===== config.mk =====
export PLATFORM = sky130hd
export DESIGN_NAME = eprom_prog_seq
export DESIGN_NICKNAME = d
export VERILOG_FILES = /design/src/rtl/eprom_prog_pkg.sv /design/src/rtl/eprom_prog_dp.sv /design/src/rtl/eprom_prog_ctl.sv /design/src/rtl/eprom_prog_seq.sv
export SDC_FILE = /design/constraint.sdc
export NUM_CORES = 1
export LEC_CHECK = 0
export BUFFER_PORTS_ARGS = -buffer_cell sky130_fd_sc_hd__buf_2
export CAP_MARGIN = 20
export CORE_MARGIN = 5
export CORE_UTILIZATION = 61
export DETAILED_ROUTE_END_ITERATION = 10
export PLACE_DENSITY = 0.85
export SLEW_MARGIN = 20
export SYNTH_ARGS = -nofsm -noshare
export SYNTH_HDL_FRONTEND = slang
export SYNTH_SLANG_ARGS = --single-unit

===== constraint.sdc =====
create_clock -name clk -period 4.5 [get_ports clk]
set_input_delay 0.9 -clock clk [delete_from_list [all_inputs] [get_ports clk]]
set_output_delay 0.9 -clock clk [all_outputs]
set_load 0.005 [all_outputs]

===== src/rtl/eprom_prog_pkg.sv =====
package eprom_prog_pkg;

  typedef enum logic [3:0] {
    S_IDLE, S_FETCH, S_LATCH, S_PRERD, S_PULSE, S_RECOVER, S_VFYRD, S_NEXT,
    S_SWITCH, S_FFETCH, S_FLATCH, S_FRD, S_FNEXT, S_DONE, S_FAIL
  } seqState_t;

  typedef enum logic [1:0] {
    FK_NONE, FK_CONFLICT, FK_PULSES, FK_VERIFY
  } failKind_t;

  // strobes from the control FSM to the datapath
  typedef struct packed {
    logic runClr;
    logic addrClr;
    logic addrInc;
    logic tgtLoad;
    logic cntClr;
    logic cntInc;
    logic tmrPulse;
    logic tmrRead;
    logic tmrSettle;
    logic failCap;
  } ctlStrobes_t;

endpackage


===== src/rtl/eprom_prog_dp.sv =====
module eprom_prog_dp
  import eprom_prog_pkg::*;
#(
  parameter int ADDR_W     = 15,
  parameter int DATA_W     = 8,
  parameter int MAX_PULSES = 25,
  parameter int PULSE_CYC  = 5000,
  parameter int READ_CYC   = 4,
  parameter int SETTLE_CYC = 8
) (
  input  logic              clk,
  input  logic              rstN,
  input  ctlStrobes_t       strobes,
  input  logic [DATA_W-1:0] srcData,
  input  logic [DATA_W-1:0] devDataIn,
  output logic [ADDR_W-1:0] addr,
  output logic [DATA_W-1:0] target,
  output logic [ADDR_W-1:0] failAddr,
  output logic              srcBlank,
  output logic              match,
  output logic              conflict,
  output logic              cntMax,
  output logic              tmrDone,
  output logic              lastAddr
);

  localparam int TMR_MAX01 = (PULSE_CYC > READ_CYC) ? PULSE_CYC : READ_CYC;
  localparam int TMR_MAX   = (TMR_MAX01 > SETTLE_CYC) ? TMR_MAX01 : SETTLE_CYC;
  localparam int TMR_W     = $clog2(TMR_MAX + 1);
  localparam int CNT_W     = $clog2(MAX_PULSES + 1);
  localparam logic [ADDR_W-1:0] ADDR_LAST = '1;
  localparam logic [DATA_W-1:0] BLANK     = '1;

  logic [TMR_W-1:0] tmr;
  logic [CNT_W-1:0] pulseCnt;
  logic [DATA_W-1:0] zeroUnder;

  // address counter, shared by the image source and the device
  always_ff @(posedge clk or negedge rstN) begin
    if (!rstN)                                 addr <= '0;
    else if (strobes.runClr || strobes.addrClr) addr <= '0;
    else if (strobes.addrInc)                   addr <= addr + 1'b1;
  end

  always_ff @(posedge clk or negedge rstN) begin
    if (!rstN)                target <= BLANK;
    else if (strobes.tgtLoad) target <= srcData;
  end

  always_ff @(posedge clk or negedge rstN) begin
    if (!rstN)                pulseCnt <= '0;
    else if (strobes.cntClr)  pulseCnt <= '0;
    else if (strobes.cntInc)  pulseCnt <= pulseCnt + 1'b1;
  end

  // one down-counter times pulses, reads and the supply settle wait
  always_ff @(posedge clk or negedge rstN) begin
    if (!rstN)                  tmr <= '0;
    else if (strobes.tmrPulse)  tmr <= TMR_W'(PULSE_CYC - 1);
    else if (strobes.tmrRead)   tmr <= TMR_W'(READ_CYC - 1);
    else if (strobes.tmrSettle) tmr <= TMR_W'(SETTLE_CYC - 1);
    else if (tmr != '0)         tmr <= tmr - 1'b1;
  end

  always_ff @(posedge clk or negedge rstN) begin
    if (!rstN)                failAddr <= '0;
    else if (strobes.runClr)  failAddr <= '0;
    else if (strobes.failCap) failAddr <= addr;
  end

  // per-bit test: the image wants a one where the cell already holds zero
  for (genvar b = 0; b < DATA_W; b++) begin : g_conflict
    assign zeroUnder[b] = target[b] & ~devDataIn[b];
  end

  assign srcBlank = (srcData == BLANK);
  assign match    = (devDataIn == target);
  assign conflict = |zeroUnder;
  assign cntMax   = (pulseCnt >= CNT_W'(MAX_PULSES));
  assign tmrDone  = (tmr == '0);
  assign lastAddr = (addr == ADDR_LAST);

endmodule


===== src/rtl/eprom_prog_ctl.sv =====
module eprom_prog_ctl
  import eprom_prog_pkg::*;
(
  input  logic        clk,
  input  logic        rstN,
  input  logic        start,
  input  logic        srcBlank,
  input  logic        match,
  input  logic        conflict,
  input  logic        cntMax,
  input  logic        tmrDone,
  input  logic        lastAddr,
  output ctlStrobes_t strobes,
  output logic        ceN,
  output logic        oeN,
  output logic        vppEn,
  output logic        vccProg,
  output logic        dataOe,
  output logic        busy,
  output logic        done,
  output logic        failConflict,
  output logic        failPulses,
  output logic        failVerify
);

  seqState_t state, stateNxt;
  failKind_t failKind, kindNxt;

  always_ff @(posedge clk or negedge rstN) begin
    if (!rstN) begin
      state    <= S_IDLE;
      failKind <= FK_NONE;
    end else begin
      state <= stateNxt;
      if (strobes.runClr)       failKind <= FK_NONE;
      else if (strobes.failCap) failKind <= kindNxt;
    end
  end

  always_comb begin
    stateNxt = state;
    kindNxt  = FK_NONE;
    strobes  = '0;
    unique case (state)
      S_IDLE, S_DONE, S_FAIL: begin
        if (start) begin
          strobes.runClr = 1'b1;
          stateNxt       = S_FETCH;
        end
      end
      S_FETCH: stateNxt = S_LATCH;
      S_LATCH: begin
        strobes.tgtLoad = 1'b1;
        strobes.cntClr  = 1'b1;
        if (srcBlank) begin
          stateNxt = S_NEXT;
        end else begin
          strobes.tmrRead = 1'b1;
          stateNxt        = S_PRERD;
        end
      end
      S_PRERD: begin
        if (tmrDone) begin
          if (conflict) begin
            strobes.failCap = 1'b1;
            kindNxt         = FK_CONFLICT;
            stateNxt        = S_FAIL;
          end else if (match) begin
            stateNxt = S_NEXT;
          end else begin
            strobes.tmrPulse = 1'b1;
            stateNxt         = S_PULSE;
          end
        end
      end
      S_PULSE: begin
        if (tmrDone) begin
          strobes.cntInc = 1'b1;
          stateNxt       = S_RECOVER;
        end
      end
      S_RECOVER: begin
        strobes.tmrRead = 1'b1;
        stateNxt        = S_VFYRD;
      end
      S_VFYRD: begin
        if (tmrDone) begin
          if (match) begin
            stateNxt = S_NEXT;
          end else if (cntMax) begin
            strobes.failCap = 1'b1;
            kindNxt         = FK_PULSES;
            stateNxt        = S_FAIL;
          end else begin
            strobes.tmrPulse = 1'b1;
            stateNxt         = S_PULSE;
          end
        end
      end
      S_NEXT: begin
        if (lastAddr) begin
          strobes.addrClr   = 1'b1;
          strobes.tmrSettle = 1'b1;
          stateNxt          = S_SWITCH;
        end else begin
          strobes.addrInc = 1'b1;
          stateNxt        = S_FETCH;
        end
      end
      S_SWITCH: if (tmrDone) stateNxt = S_FFETCH;
      S_FFETCH: stateNxt = S_FLATCH;
      S_FLATCH: begin
        strobes.tgtLoad = 1'b1;
        strobes.tmrRead = 1'b1;
        stateNxt        = S_FRD;
      end
      S_FRD: begin
        if (tmrDone) begin
          if (match) begin
            stateNxt = S_FNEXT;
          end else begin
            strobes.failCap = 1'b1;
            kindNxt         = FK_VERIFY;
            stateNxt        = S_FAIL;
          end
        end
      end
      S_FNEXT: begin
        if (lastAddr) begin
          stateNxt = S_DONE;
        end else begin
          strobes.addrInc = 1'b1;
          stateNxt        = S_FFETCH;
        end
      end
      default: stateNxt = S_IDLE;
    endcase
  end

  // device control decode from the state register
  always_comb begin
    ceN     = 1'b1;
    oeN     = 1'b1;
    dataOe  = 1'b0;
    vppEn   = 1'b0;
    vccProg = 1'b0;
    unique case (state)
      S_PRERD, S_VFYRD: begin
        ceN = 1'b0;
        oeN = 1'b0;
      end
      S_PULSE: begin
        ceN    = 1'b0;
        dataOe = 1'b1;
      end
      S_FRD: begin
        ceN = 1'b0;
        oeN = 1'b0;
      end
      default: ;
    endcase
    unique case (state)
      S_FETCH, S_LATCH, S_PRERD, S_PULSE, S_RECOVER, S_VFYRD, S_NEXT: begin
        vppEn   = 1'b1;
        vccProg = 1'b1;
      end
      default: ;
    endcase
  end

  assign busy         = !(state inside {S_IDLE, S_DONE, S_FAIL});
  assign done         = (state == S_DONE);
  assign failConflict = (state == S_FAIL) && (failKind == FK_CONFLICT);
  assign failPulses   = (state == S_FAIL) && (failKind == FK_PULSES);
  assign failVerify   = (state == S_FAIL) && (failKind == FK_VERIFY);

endmodule


===== src/rtl/eprom_prog_seq.sv =====
module eprom_prog_seq
  import eprom_prog_pkg::*;
#(
  parameter int ADDR_W     = 15,
  parameter int DATA_W     = 8,
  parameter int CLK_HZ     = 50_000_000,
  parameter int PULSE_US   = 100,
  parameter int MAX_PULSES = 25,
  parameter int READ_CYC   = 4,
  parameter int SETTLE_CYC = 8
) (
  input  logic              clk,
  input  logic              rstN,
  input  logic              start,
  output logic [ADDR_W-1:0] addr,
  input  logic [DATA_W-1:0] srcData,
  input  logic [DATA_W-1:0] devDataIn,
  output logic [DATA_W-1:0] devDataOut,
  output logic              devDataOe,
  output logic              ceN,
  output logic              oeN,
  output logic              vppEn,
  output logic              vccProg,
  output logic              busy,
  output logic              done,
  output logic              failConflict,
  output logic              failPulses,
  output logic              failVerify,
  output logic [ADDR_W-1:0] failAddr
);

  localparam int PULSE_RAW = (CLK_HZ / 1000) * PULSE_US / 1000;
  localparam int PULSE_CYC = (PULSE_RAW < 1) ? 1 : PULSE_RAW;

  ctlStrobes_t strobes;
  logic srcBlank, match, conflict, cntMax, tmrDone, lastAddr;

  eprom_prog_ctl u_ctl (
    .clk          (clk),
    .rstN         (rstN),
    .start        (start),
    .srcBlank     (srcBlank),
    .match        (match),
    .conflict     (conflict),
    .cntMax       (cntMax),
    .tmrDone      (tmrDone),
    .lastAddr     (lastAddr),
    .strobes      (strobes),
    .ceN          (ceN),
    .oeN          (oeN),
    .vppEn        (vppEn),
    .vccProg      (vccProg),
    .dataOe       (devDataOe),
    .busy         (busy),
    .done         (done),
    .failConflict (failConflict),
    .failPulses   (failPulses),
    .failVerify   (failVerify)
  );

  eprom_prog_dp #(
    .ADDR_W     (ADDR_W),
    .DATA_W     (DATA_W),
    .MAX_PULSES (MAX_PULSES),
    .PULSE_CYC  (PULSE_CYC),
    .READ_CYC   (READ_CYC),
    .SETTLE_CYC (SETTLE_CYC)
  ) u_dp (
    .clk       (clk),
    .rstN      (rstN),
    .strobes   (strobes),
    .srcData   (srcData),
    .devDataIn (devDataIn),
    .addr      (addr),
    .target    (devDataOut),
    .failAddr  (failAddr),
    .srcBlank  (srcBlank),
    .match     (match),
    .conflict  (conflict),
    .cntMax    (cntMax),
    .tmrDone   (tmrDone),
    .lastAddr  (lastAddr)
  );

endmodule


==> results of run 1 <==
==> cell families after synthesis <==
| logic type | after synthesis |
|---|---|
| AND/OR/NAND/NOR | 184 |
| flip-flops | 62 |
| AO/OA/AOI/OAI | 55 |
| buffers and inverters | 53 |
| multiplexers | 27 |
| XOR/XNOR | 19 |
| adder cells (fa/ha/maj) | 14 |
==> layer usage <==
layer  track usage (%)  share of wire, %
met5                 0                 0
met3              4.28               7.9
met2              37.3                48
met4              9.48               1.8
met1              35.8                43
==> sequential cells by signal, indices dropped and copies added (netlist names) <==
name / flops
u_dp.target: 8
u_dp.failAddr: 15
u_dp.tmr: 13
u_ctl.failKind: 2
u_dp.addr: 15
u_dp.pulseCnt: 5
u_ctl.state: 4
==> worst max-delay path: cells and delay by family, from the launching register on <==
| kind | cells | cell delay, ns |
|---|---|---|
| buffers and inverters | 1 | 0.21 |
| and+or+nand+nor | 2 | 0.79 |
| DFF | 1 | 0.76 |
==> final cells by class <==
class	count	area share, %
clock buffers	10	3.19
clock inverters	6	1.97
inverters	32	2.78
multi-input cells	299	45.6
flip-flops and latches	62	36.2
well taps	75	2.17
repair buffers	69	8.17
==> power by group <==
group / internal (W) / total (W) / switching (W)
clock: 0.000325 / 0.000546 / 0.000222
sequential: 0.000708 / 0.000926 / 0.000219
combinational: 0.000416 / 0.000932 / 0.000517
==> path summary, 6_finish.rpt <==
path                                    from           endpoint  slack, ns
min                        u_dp.failAddr[13]  u_dp.failAddr[13]       0.53
max reg2reg                      u_dp.tmr[0]  u_ctl.failKind[0]       1.62
max                           u_ctl.state[2]          devDataOe       1.49
min reg2reg                u_dp.failAddr[13]  u_dp.failAddr[13]       0.53
max in group asynchronous               rstN      u_dp.addr[10]       3.26
min in group asynchronous               rstN        u_dp.tmr[6]       0.73
==> cells in the final DEF (no fill, tap or decap), types with 3 or more instances in the layout <==
master / netlist / layout
nor4_4: 3 / 3
inv_1: 32 / 32
xor2_1: 8 / 8
dfrtp_1: 54 / 54
buf_2: 10 / 66
o22ai_1: 4 / 4
mux2_2: 9 / 9
ha_1: 13 / 13
nand2_1: 52 / 52
nand3_1: 12 / 12
o31ai_1: 5 / 5
or3_1: 7 / 7
and3_1: 3 / 3
nand4_1: 11 / 11
nor4_1: 13 / 13
nor2_1: 37 / 37
a21oi_1: 11 / 11
xnor2_1: 11 / 11
nand2b_1: 8 / 8
buf_4: 2 / 3
and2_1: 3 / 3
mux2i_1: 18 / 18
nor3_1: 12 / 12
dfstp_2: 8 / 8
clkbuf_8: 0 / 10
o21ai_0: 16 / 15
or4_1: 3 / 3
and4_1: 4 / 4
==> through the flow <==
step / setup WS, ns / instance area, um2 / cells
4_1_cts: 1.55 / 4320 / 553
5_1_grt: 1.24 / 4320 / 553
6_report: 1.49 / 4320 / 553
2_1_floorplan: 1.96 / 3760 / 414
3_5_place_dp: 1.19 / 4100 / 537
3_3_place_gp: 1.33 / 4100 / 537
==> reports/qor.csv, run 1 <==
metric,value,unit
yosys_warnings,0,
drt-initial-drc-count,303,
clk_pin_slew_worst_paths,0.07,ns
cts_buffers,9,
max_slew_margin,37.2,%
wl,9120,um
syn_area,0.00376,mm2
fp-row-count,28,
synth_common_cells,"dfrtp_1 (54), nand2_1 (52), nor2_1 (37)",
clock_path_buffers,2,
synth_adder_area_share,4.59,%
synth-main-ff-cell,dfrtp_1,
drive_above_1_share,23.2,%
worst_hold_slack,0.529,ns
layout_min_cycle_time,3.01,ns
ant_nets,0,
setup_viol,0,
ys_async_sr_fraction,100,%
antenna_found_initial,0,
fp.dieH,88.6,um
slew_violations,0,
core_area,0.00596,mm2
gp_congestion,0.902,
crit_required,3.60,ns
worstMarginPinSlew,0.942,ns
cts.sinks,62,
h-tree-depth,3,
synth_top_area_share,35.9,%
grt_first_pass_wirelength,15200,um
postCtsSetupBuffers,0,
max_stage_delay,0.76,ns
initial_core_util,63.2,%
fin_skew,0.00668,ns
register_area,0.00156,mm2
place_hpwl,6370,um
crit_path_start_kind,register,
fmax,0.332,GHz
hp-class,register to register,
vias,3356,
status,finished clean,
post-route-period-util,66.9,%
fillCellCount,466,
yosysMostFrequentCell,dfrtp_1,
grt_max_degree,63,
post_drt_wl_per_cell,16.5,um
areaGrowthSynthToFinish,14.8,%
cts_tree,done,
cp_slowest_cell,dfrtp_1,
drc_errors,0,
overflow,0,
maxCapViolCount,0,
yosys-mux-area-fraction,7.48,%
fin_tns_setup,0,ns
ys_seq_area_share,41.5,%
synth_edf_count,0,
ir_worst_vdd,381,uV
synth_cells,414,
synth_top_family_by_area,simple AND/OR/NAND/NOR gates,
post-route-util,72.5,%
ys_ff_latch,62,
cellLeakagePower,2.12,nW
pwr_density_cell,557,mW/mm2
hold_buffers,0,
synth_area_leaders,"dfrtp_1 (36%), dfstp_2 (5.6%), nand2_1 (5.2%), mux2i_1 (4.8%), ha_1 (4.3%)",
die_w,88.6,um
synth_xor_area_share,4.42,%
rsz0062_at_grt,false,
io_buffers,66,
cts_resized,0,
r2r_cells,6,
die-area,0.00784,mm2
groute.usage.overall,24.8,%
worstPathCellList,nand2b_1 -> nor3_1 -> buf_2,
routed_via_density,6.07,
synth_top_area_cell,dfrtp_1,
final_nets,505,
multi_input_area,0.00197,mm2
clockRootBuffer,clkbuf_8,
synth-simple-area-share,26.3,%
power,0.00240,W
diodes,0,
path_class,register to output port,
syn_avg_cell_area,9.09,um2
ys_types,58,
drtPass1Iterations,7,
hold_depth,2,
clk-insertion-delay-late,0.34,ns
synth_compound_area_share,9.47,%
endpoint_kind,output port,
synth_nets,446,
crit_arrival,2.11,ns
hold_violations,0,
pin_count,67,
crit_fanout,21,
first_global_vias,3142,
No activity file was read; power rests on OpenSTA's default activity.
==> run 2: changes to the inputs <==
--- a/config.mk
+++ b/config.mk
@@ -5,12 +5,13 @@
 export SDC_FILE = /design/constraint.sdc
 export NUM_CORES = 1
 export LEC_CHECK = 0
+export ABC_AREA = 1
 export BUFFER_PORTS_ARGS = -buffer_cell sky130_fd_sc_hd__buf_2
 export CAP_MARGIN = 20
 export CORE_MARGIN = 5
-export CORE_UTILIZATION = 61
+export CORE_UTILIZATION = 57
 export DETAILED_ROUTE_END_ITERATION = 10
-export PLACE_DENSITY = 0.85
+export PLACE_DENSITY = 0.8
 export SLEW_MARGIN = 20
 export SYNTH_ARGS = -nofsm -noshare
 export SYNTH_HDL_FRONTEND = slang
==> constraint.sdc (replaced) <==
create_clock -name clk -period 3.1 [get_ports clk]
set_input_delay 0.62 -clock clk [delete_from_list [all_inputs] [get_ports clk]]
set_output_delay 0.62 -clock clk [all_outputs]
set_load 0.005 [all_outputs]
==> run 2 against run 1 <==
Net effect: wire length increased by 3.1%; clock power increased by 51%; combinational power increased by 66%; global-route usage decreased by 1.8 points; sequential cell count unchanged; design area increased by 4.7%; synthesized cell count increased by 30%; power increased by 48%; clock skew increased by 0.0074 ns; non-clock buffer count decreased by 2; critical path type unchanged; highest routed layer unchanged.
==> reports/qor.csv, run 2 <==
metric,value,unit,change
status,finished clean,,unchanged
synth_cells,539,,was 414
fp-row-count,30,,was 28
crit_path_start_kind,register,,unchanged
core_area,0.00672,mm2,was 0.00596 mm2
yosysMostFrequentCell,nand2_1,,was dfrtp_1
ant_nets,0,,unchanged
initial_core_util,58.2,%,was 63.2%
synth_top_area_share,34.6,%,was 35.9%
cts.sinks,62,,unchanged
slew_violations,0,,unchanged
multi_input_area,0.00200,mm2,was 0.00197 mm2
hp-class,input pin to asynchronous set/reset pin,,was register to register
die_w,92.8,um,was 88.6 um
synth_nets,571,,was 446
pwr_density_cell,787,mW/mm2,was 557 mW/mm2
place_hpwl,7120,um,was 6370 um
setup_viol,0,,unchanged
hold_buffers,0,,unchanged
gp_congestion,0.962,,was 0.902
synth_area_leaders,"dfrtp_1 (35%), nand2_1 (15%), inv_1 (6.9%), nand3_1 (6.4%), nor2_1 (6.1%)",,"was dfrtp_1 (36%), dfstp_2 (5.6%), nand2_1 (5.2%), mux2i_1 (4.8%), ha_1 (4.3%)"
fin_tns_setup,0,ns,unchanged
dp.cells,680,,was 537
path_class,register to output port,,unchanged
cts_tree,done,,unchanged
largestRegisters,"u_dp.addr: 15 flops, u_dp.failAddr: 15 flops, u_dp.tmr: 13 flops",,unchanged
fmax,0.437,GHz,
areaGrowthSynthToFinish,15.7,%,was 14.8%
fin_skew,0.0141,ns,was 0.00668 ns
layout_commonest_cell,nand2_1,,was buf_2
ys_types,32,,was 58
grt_max_degree,63,,unchanged
io_buffers,66,,unchanged
crit_fanout,6,,was 21
rsz0062_at_grt,false,,unchanged
wl,9400,um,was 9120 um
cts_buffers,9,,unchanged
overflow,0,,unchanged
routed_via_density,5.43,,was 6.07
synth_edf_count,0,,unchanged
grt_first_pass_wirelength,16000,um,was 15200 um
vias,3780,,was 3356
cts_resized,0,,unchanged
instances_no_fill,696,,was 553
clock_path_buffers,2,,unchanged
drc_errors,0,,unchanged
ir_worst_vdd,577,uV,was 381 uV
synth-main-ff-cell,dfrtp_1,,unchanged
crit_required,2.48,ns,was 3.60 ns
layout_min_cycle_time,2.29,ns,
clk_pin_slew_worst_paths,0.07,ns,about the same
post_drt_wl_per_cell,13.5,um,was 16.5 um
hold_violations,0,,unchanged
fillCellCount,575,,was 466
crit_path_frequent_cell,inv_1,,
synth_common_cells,"nand2_1 (159), inv_1 (72), nor2_1 (63)",,"was dfrtp_1 (54), nand2_1 (52), nor2_1 (37)"
yosys_warnings,0,,unchanged
ys_ff_latch,62,,unchanged
max_slew_margin,46.7,%,was 37.2%
ys_async_sr_fraction,100,%,unchanged
cp_slowest_cell,dfrtp_1,,unchanged
fin_area,0.00452,mm2,was 0.00432 mm2
diodes,0,,unchanged
drtPass1Iterations,5,,was 7
h-tree-depth,3,,unchanged
max_stage_delay,0.47,ns,was 0.76 ns
die-area,0.00861,mm2,was 0.00784 mm2
dpl_cell_area,0.00429,mm2,was 0.00410 mm2
cellLeakagePower,2.53,nW,was 2.12 nW
postCtsSetupBuffers,0,,unchanged
first_global_vias,3557,,was 3142
mostFrequentLayoutCells,"nand2_1 (159), inv_1 (72), buf_2 (66), nor2_1 (63), dfrtp_1 (54)",,"was buf_2 (66), dfrtp_1 (54), nand2_1 (52), nor2_1 (37), inv_1 (32)"
path_delay_family,simple AND/OR/NAND/NOR gates,,unchanged
fp.dieH,92.8,um,was 88.6 um
post-route-period-util,73.7,%,
worstPathCellList,nor2_2 -> inv_1 -> nor2_1 -> inv_1 -> nand2_1 -> inv_1 -> buf_2,,was nand2b_1 -> nor3_1 -> buf_2
antenna_found_initial,0,,unchanged
groute.usage.overall,23.0,%,was 24.8%
drt-initial-drc-count,252,,was 303
clk-insertion-delay-late,0.35,ns,was 0.34 ns
drive_above_1_share,20.5,%,was 23.2%
ys_seq_area_share,40.0,%,was 41.5%
pin_count,67,,unchanged
endpoint_kind,output port,,unchanged
crit_arrival,1.67,ns,was 2.11 ns
power,0.00356,W,was 0.00240 W
synth_top_area_cell,dfrtp_1,,unchanged
syn_avg_cell_area,7.25,um2,was 9.09 um2
worst-path-buf-inv,4,,was 1
maxCapViolCount,0,,unchanged
final_nets,643,,was 505
syn_area,0.00391,mm2,was 0.00376 mm2
worstMarginPinSlew,0.799,ns,was 0.942 ns
clockRootBuffer,clkbuf_8,,unchanged
register_area,0.00156,mm2,unchanged
run 2: cell types whose count changed after synthesis, moves of 9 or more:
cell,change
mux2i_1,-18
nand3_1,+38
buf_2,-9
xnor2_1,-9
nor2_1,+26
nand2_1,+107
inv_1,+40
nor4_1,-13
run 2: worst register-to-register path, stage by stage (launching register included):
cell     delay, ns
dfrtp_1       0.49
inv_1         0.07
nand2_1       0.14
inv_1         0.06
nand2_1       0.08
nand3_1       0.12
nand2_2       0.30
nand2_2       0.14
inv_2         0.21
nand2_1       0.21
o21ai_0       0.25
run 2: cells by family after synthesis:
logic type | share of synthesized area (%)
and+or+nand+nor | 37.0
buffers and inverters | 8.90
DFF | 40.0
AOI/OAI and AO/OA | 5.60
adders and majority gates | 4.16
xor gates and xnor gates | 2.02
muxes | 2.31
run 2: cell type report:
type | instances | area share (%)
inverter | 77 | 6.50
timing repair buffer | 67 | 7.47
clock inverter | 7 | 2.32
multi-input combinational | 394 | 44.2
tap | 80 | 2.21
clock buffer | 9 | 2.74
sequential | 62 | 34.5
run 2: metrics by stage:
step | setup WS (ns) | hold WS, ns | util [%]
3_5_place_dp | 0.817 | 0.487 | 63.9
4_1_cts | 0.797 | 0.466 | 67.3
3_3_place_gp | 0.904 | 0.487 | 63.9
6_report | 0.814 | 0.446 | 67.3
5_1_grt | 0.648 | 0.518 | 67.3
2_1_floorplan | 1.18 | 0.324 | -
run 2: worst paths after layout:
kind	start	endpoint	slack, ns	cells after the start
worst min-delay path	rstN	u_ctl.state[0]	0.45	2
worst max register to register	u_ctl.state[1]	u_dp.addr[10]	0.93	10
min in group clk	u_dp.failAddr[11]	u_dp.failAddr[11]	0.50	2
worst min register to register	u_dp.failAddr[11]	u_dp.failAddr[11]	0.50	2
max in group asynchronous	rstN	u_dp.tmr[3]	2.13	2
worst max-delay path	u_ctl.state[1]	ceN	0.81	7
run 2: routing by layer:
metal	part of all wire, %	vias up	GRT usage, %	routed length [um]
li1	-	1871	-	-
met1	46	1760	31.8	4350
met2	47	138	36.7	4400
met3	5.7	11	3.57	540
met4	1.2	0	8.30	113
met5	0	-	0	0
run 2: where the power goes:
group          leakage (nW)  switching, W  internal (W)
clock network         0.112      0.000359      0.000465
registers             0.818      0.000161       0.00102
logic                  1.60      0.000996      0.000557
total                  2.53       0.00152       0.00204
==> run 3: changes to the inputs <==
--- a/config.mk
+++ b/config.mk
@@ -9,9 +9,9 @@
 export BUFFER_PORTS_ARGS = -buffer_cell sky130_fd_sc_hd__buf_2
 export CAP_MARGIN = 20
 export CORE_MARGIN = 5
-export CORE_UTILIZATION = 57
+export CORE_UTILIZATION = 51
 export DETAILED_ROUTE_END_ITERATION = 10
-export PLACE_DENSITY = 0.8
+export PLACE_DENSITY = 0.75
 export SLEW_MARGIN = 20
 export SYNTH_ARGS = -nofsm -noshare
 export SYNTH_HDL_FRONTEND = slang
==> constraint.sdc (replaced) <==
create_clock -name clk -period 1.9 [get_ports clk]
set_input_delay 0.38 -clock clk [delete_from_list [all_inputs] [get_ports clk]]
set_output_delay 0.38 -clock clk [all_outputs]
set_load 0.005 [all_outputs]
==> run 3 against run 2 <==
Net effect: first-iteration DRC count decreased by 33%; via count increased by 2.0%; sequential cell count unchanged; sequential power increased by 66%; critical path type unchanged; largest power group unchanged; highest routed layer unchanged.
==> reports/qor.csv, run 3 (synthesized netlist as in run 2, its figures left out) <==
metric,value,unit,change
status,finished clean,,unchanged
dp.cells,729,,was 680
clockRootBuffer,clkbuf_8,,unchanged
slew_violations,0,,unchanged
fmax,0.549,GHz,
maxCapViolCount,0,,unchanged
areaGrowthSynthToFinish,27.0,%,was 15.7%
rsz0062_at_grt,true,,was false
io_buffers,66,,unchanged
post_drt_wl_per_cell,13.4,um,was 13.5 um
wl,10100,um,was 9400 um
power.share.sequential,31.9,%,was 33.2%
crit_path_start_kind,register,,unchanged
internal_power,0.00358,W,was 0.00204 W
switchingPower,0.00257,W,was 0.00152 W
r2r_cells,10,,unchanged
pwr_density_cell,1240,mW/mm2,was 787 mW/mm2
setup_viol,0,,unchanged
drc_errors,0,,unchanged
startpoint,u_ctl.state[3],,was u_ctl.state[1]
overflow,0,,unchanged
fin_skew,0.0102,ns,was 0.0141 ns
layout_min_cycle_time,1.82,ns,
cts_tree,done,,unchanged
groute.usage.overall,20.9,%,was 23.0%
reg2reg_to,u_dp.tmr[2],,was u_dp.addr[10]
drtPass1Iterations,5,,unchanged
clk_pin_slew_worst_paths,0.07,ns,about the same
post-route-period-util,95.9,%,
worst_hold_slack,0.0237,ns,was 0.446 ns
swShare,41.8,%,was 42.6%
hp-class,input pin to asynchronous set/reset pin,,unchanged
crit_arrival,1.44,ns,was 1.67 ns
hold_buffers,0,,unchanged
drt-initial-drc-count,168,,was 252
max_slew_margin,64.0,%,was 46.7%
ant_nets,0,,unchanged
vias,3855,,was 3780
cellLeakagePower,2.75,nW,was 2.53 nW
fp-row-count,32,,was 30
r2r_setup_slack,0.14,ns,was 0.93 ns
worstMarginPinSlew,0.541,ns,was 0.799 ns
power_frac_clock,20.9,%,was 23.2%
dpl_cell_area,0.00455,mm2,was 0.00429 mm2
ir_worst_vdd,812,uV,was 577 uV
endpoint_kind,output port,,unchanged
largestRegisters,"u_dp.addr: 15 flops, u_dp.failAddr: 15 flops, u_dp.tmr: 13 flops",,unchanged
mostFrequentLayoutCells,"nand2_1 (148), inv_1 (69), buf_2 (66), nor2_1 (59), dfrtp_1 (50)",,"was nand2_1 (159), inv_1 (72), buf_2 (66), nor2_1 (63), dfrtp_1 (54)"
cts.sinks,62,,unchanged
place_hpwl,7570,um,was 7120 um
pin_count,67,,unchanged
antenna_found_initial,0,,unchanged
crit_fanout,6,,unchanged
drive_above_1_share,29.1,%,was 20.5%
clock_path_buffers,2,,unchanged
die_w,97.5,um,was 92.8 um
gp_congestion,0.919,,was 0.962
cts_buffers,9,,unchanged
instances_no_fill,752,,was 696
clk-insertion-delay-late,0.34,ns,was 0.35 ns
final_nets,677,,was 643
core_area,0.00761,mm2,was 0.00672 mm2
hold_violations,0,,unchanged
fin_area,0.00496,mm2,was 0.00452 mm2
grt_max_degree,41,,was 63
routed_via_density,5.13,,was 5.43
first_global_vias,3705,,was 3557
layout_commonest_cell,nand2_1,,unchanged
h-tree-depth,3,,unchanged
die-area,0.00951,mm2,was 0.00861 mm2
path_class,register to output port,,unchanged
grt_first_pass_wirelength,16600,um,was 16000 um
diodes,0,,unchanged
crit_required,1.52,ns,was 2.48 ns
fp.dieH,97.5,um,was 92.8 um
r2r-start,u_dp.target[7],,was u_ctl.state[1]
pwr-share-comb,47.2,%,was 43.7%
initial_core_util,51.4,%,was 58.2%
## run 3: what timing repair did
item	4_1_cts	5_1_grt
pin swaps	0	9
buffers inserted	0	7
endpoints found under the setup margin	2	37
gates resized for setup	6	30
endpoints found under the hold margin	0	0
## run 3: how the worst max path moves through the flow
stage | cells past startpoint | slack, ns | to
global placement | 12 | 0.02 | u_dp.tmr[1]
finish | 7 | 0.08 | ceN
CTS | 7 | 0.02 | ceN
floorplan | 10 | 0.20 | u_ctl.failKind[1]
detailed placement | 12 | -0.006 | u_dp.tmr[1]
global route | 9 | -0.03 | u_dp.tmr[3]
## run 3: layout make-up
class                           count  area [um2]
Clock buffer                       10         138
Clock inverter                      6        85.1
Fill cell                         689        2650
Inverter                           77         294
Multi-Input combinational cell    394        2120
Sequential cell                    62        1570
Tap cell                          102         128
Timing Repair Buffer              101         631
## run 3: stage by stage
step / utilization, % / power, W / TNS, ns / setup slack (ns)
2_1_floorplan: - / 0.00380 / 0 / 0.200
4_1_cts: 62.9 / 0.00598 / 0 / 0.0219
3_5_place_dp: 59.8 / 0.00464 / -0.00640 / -0.00640
6_report: 65.2 / 0.00614 / 0 / 0.0787
5_1_grt: 65.2 / 0.00668 / -0.0516 / -0.0266
3_3_place_gp: 59.8 / 0.00454 / 0 / 0.0239
## run 3: critical path: stages (launching register included)
cell     delay, ns
dfrtp_2       0.43
inv_1         0.09
nand2_4       0.13
nor2_4        0.06
nor2_4        0.16
nand2_2       0.09
inv_1         0.06
buf_2         0.10
## run 3: routing by layer
metal  GRT usage [%]  vias up  wire, um
met5               0        -         0
met4            6.18        0       130
met1            27.0     1786      4510
li1                -     1939         -
met2            35.6      115      4970
met3            4.02       15       448
## run 3: power groups by stage
stage / Sequential (W) / Clock [W] / Combinational [W]
final: 0.00196 / 0.00129 / 0.00290
after global routing: 0.00200 / 0.00140 / 0.00329
after CTS: 0.00193 / 0.00131 / 0.00274
after detailed placement: 0.00194 / 0 / 0.00271
after global placement: 0.00192 / 0 / 0.00263
after floorplan: 0.00191 / 0 / 0.00190
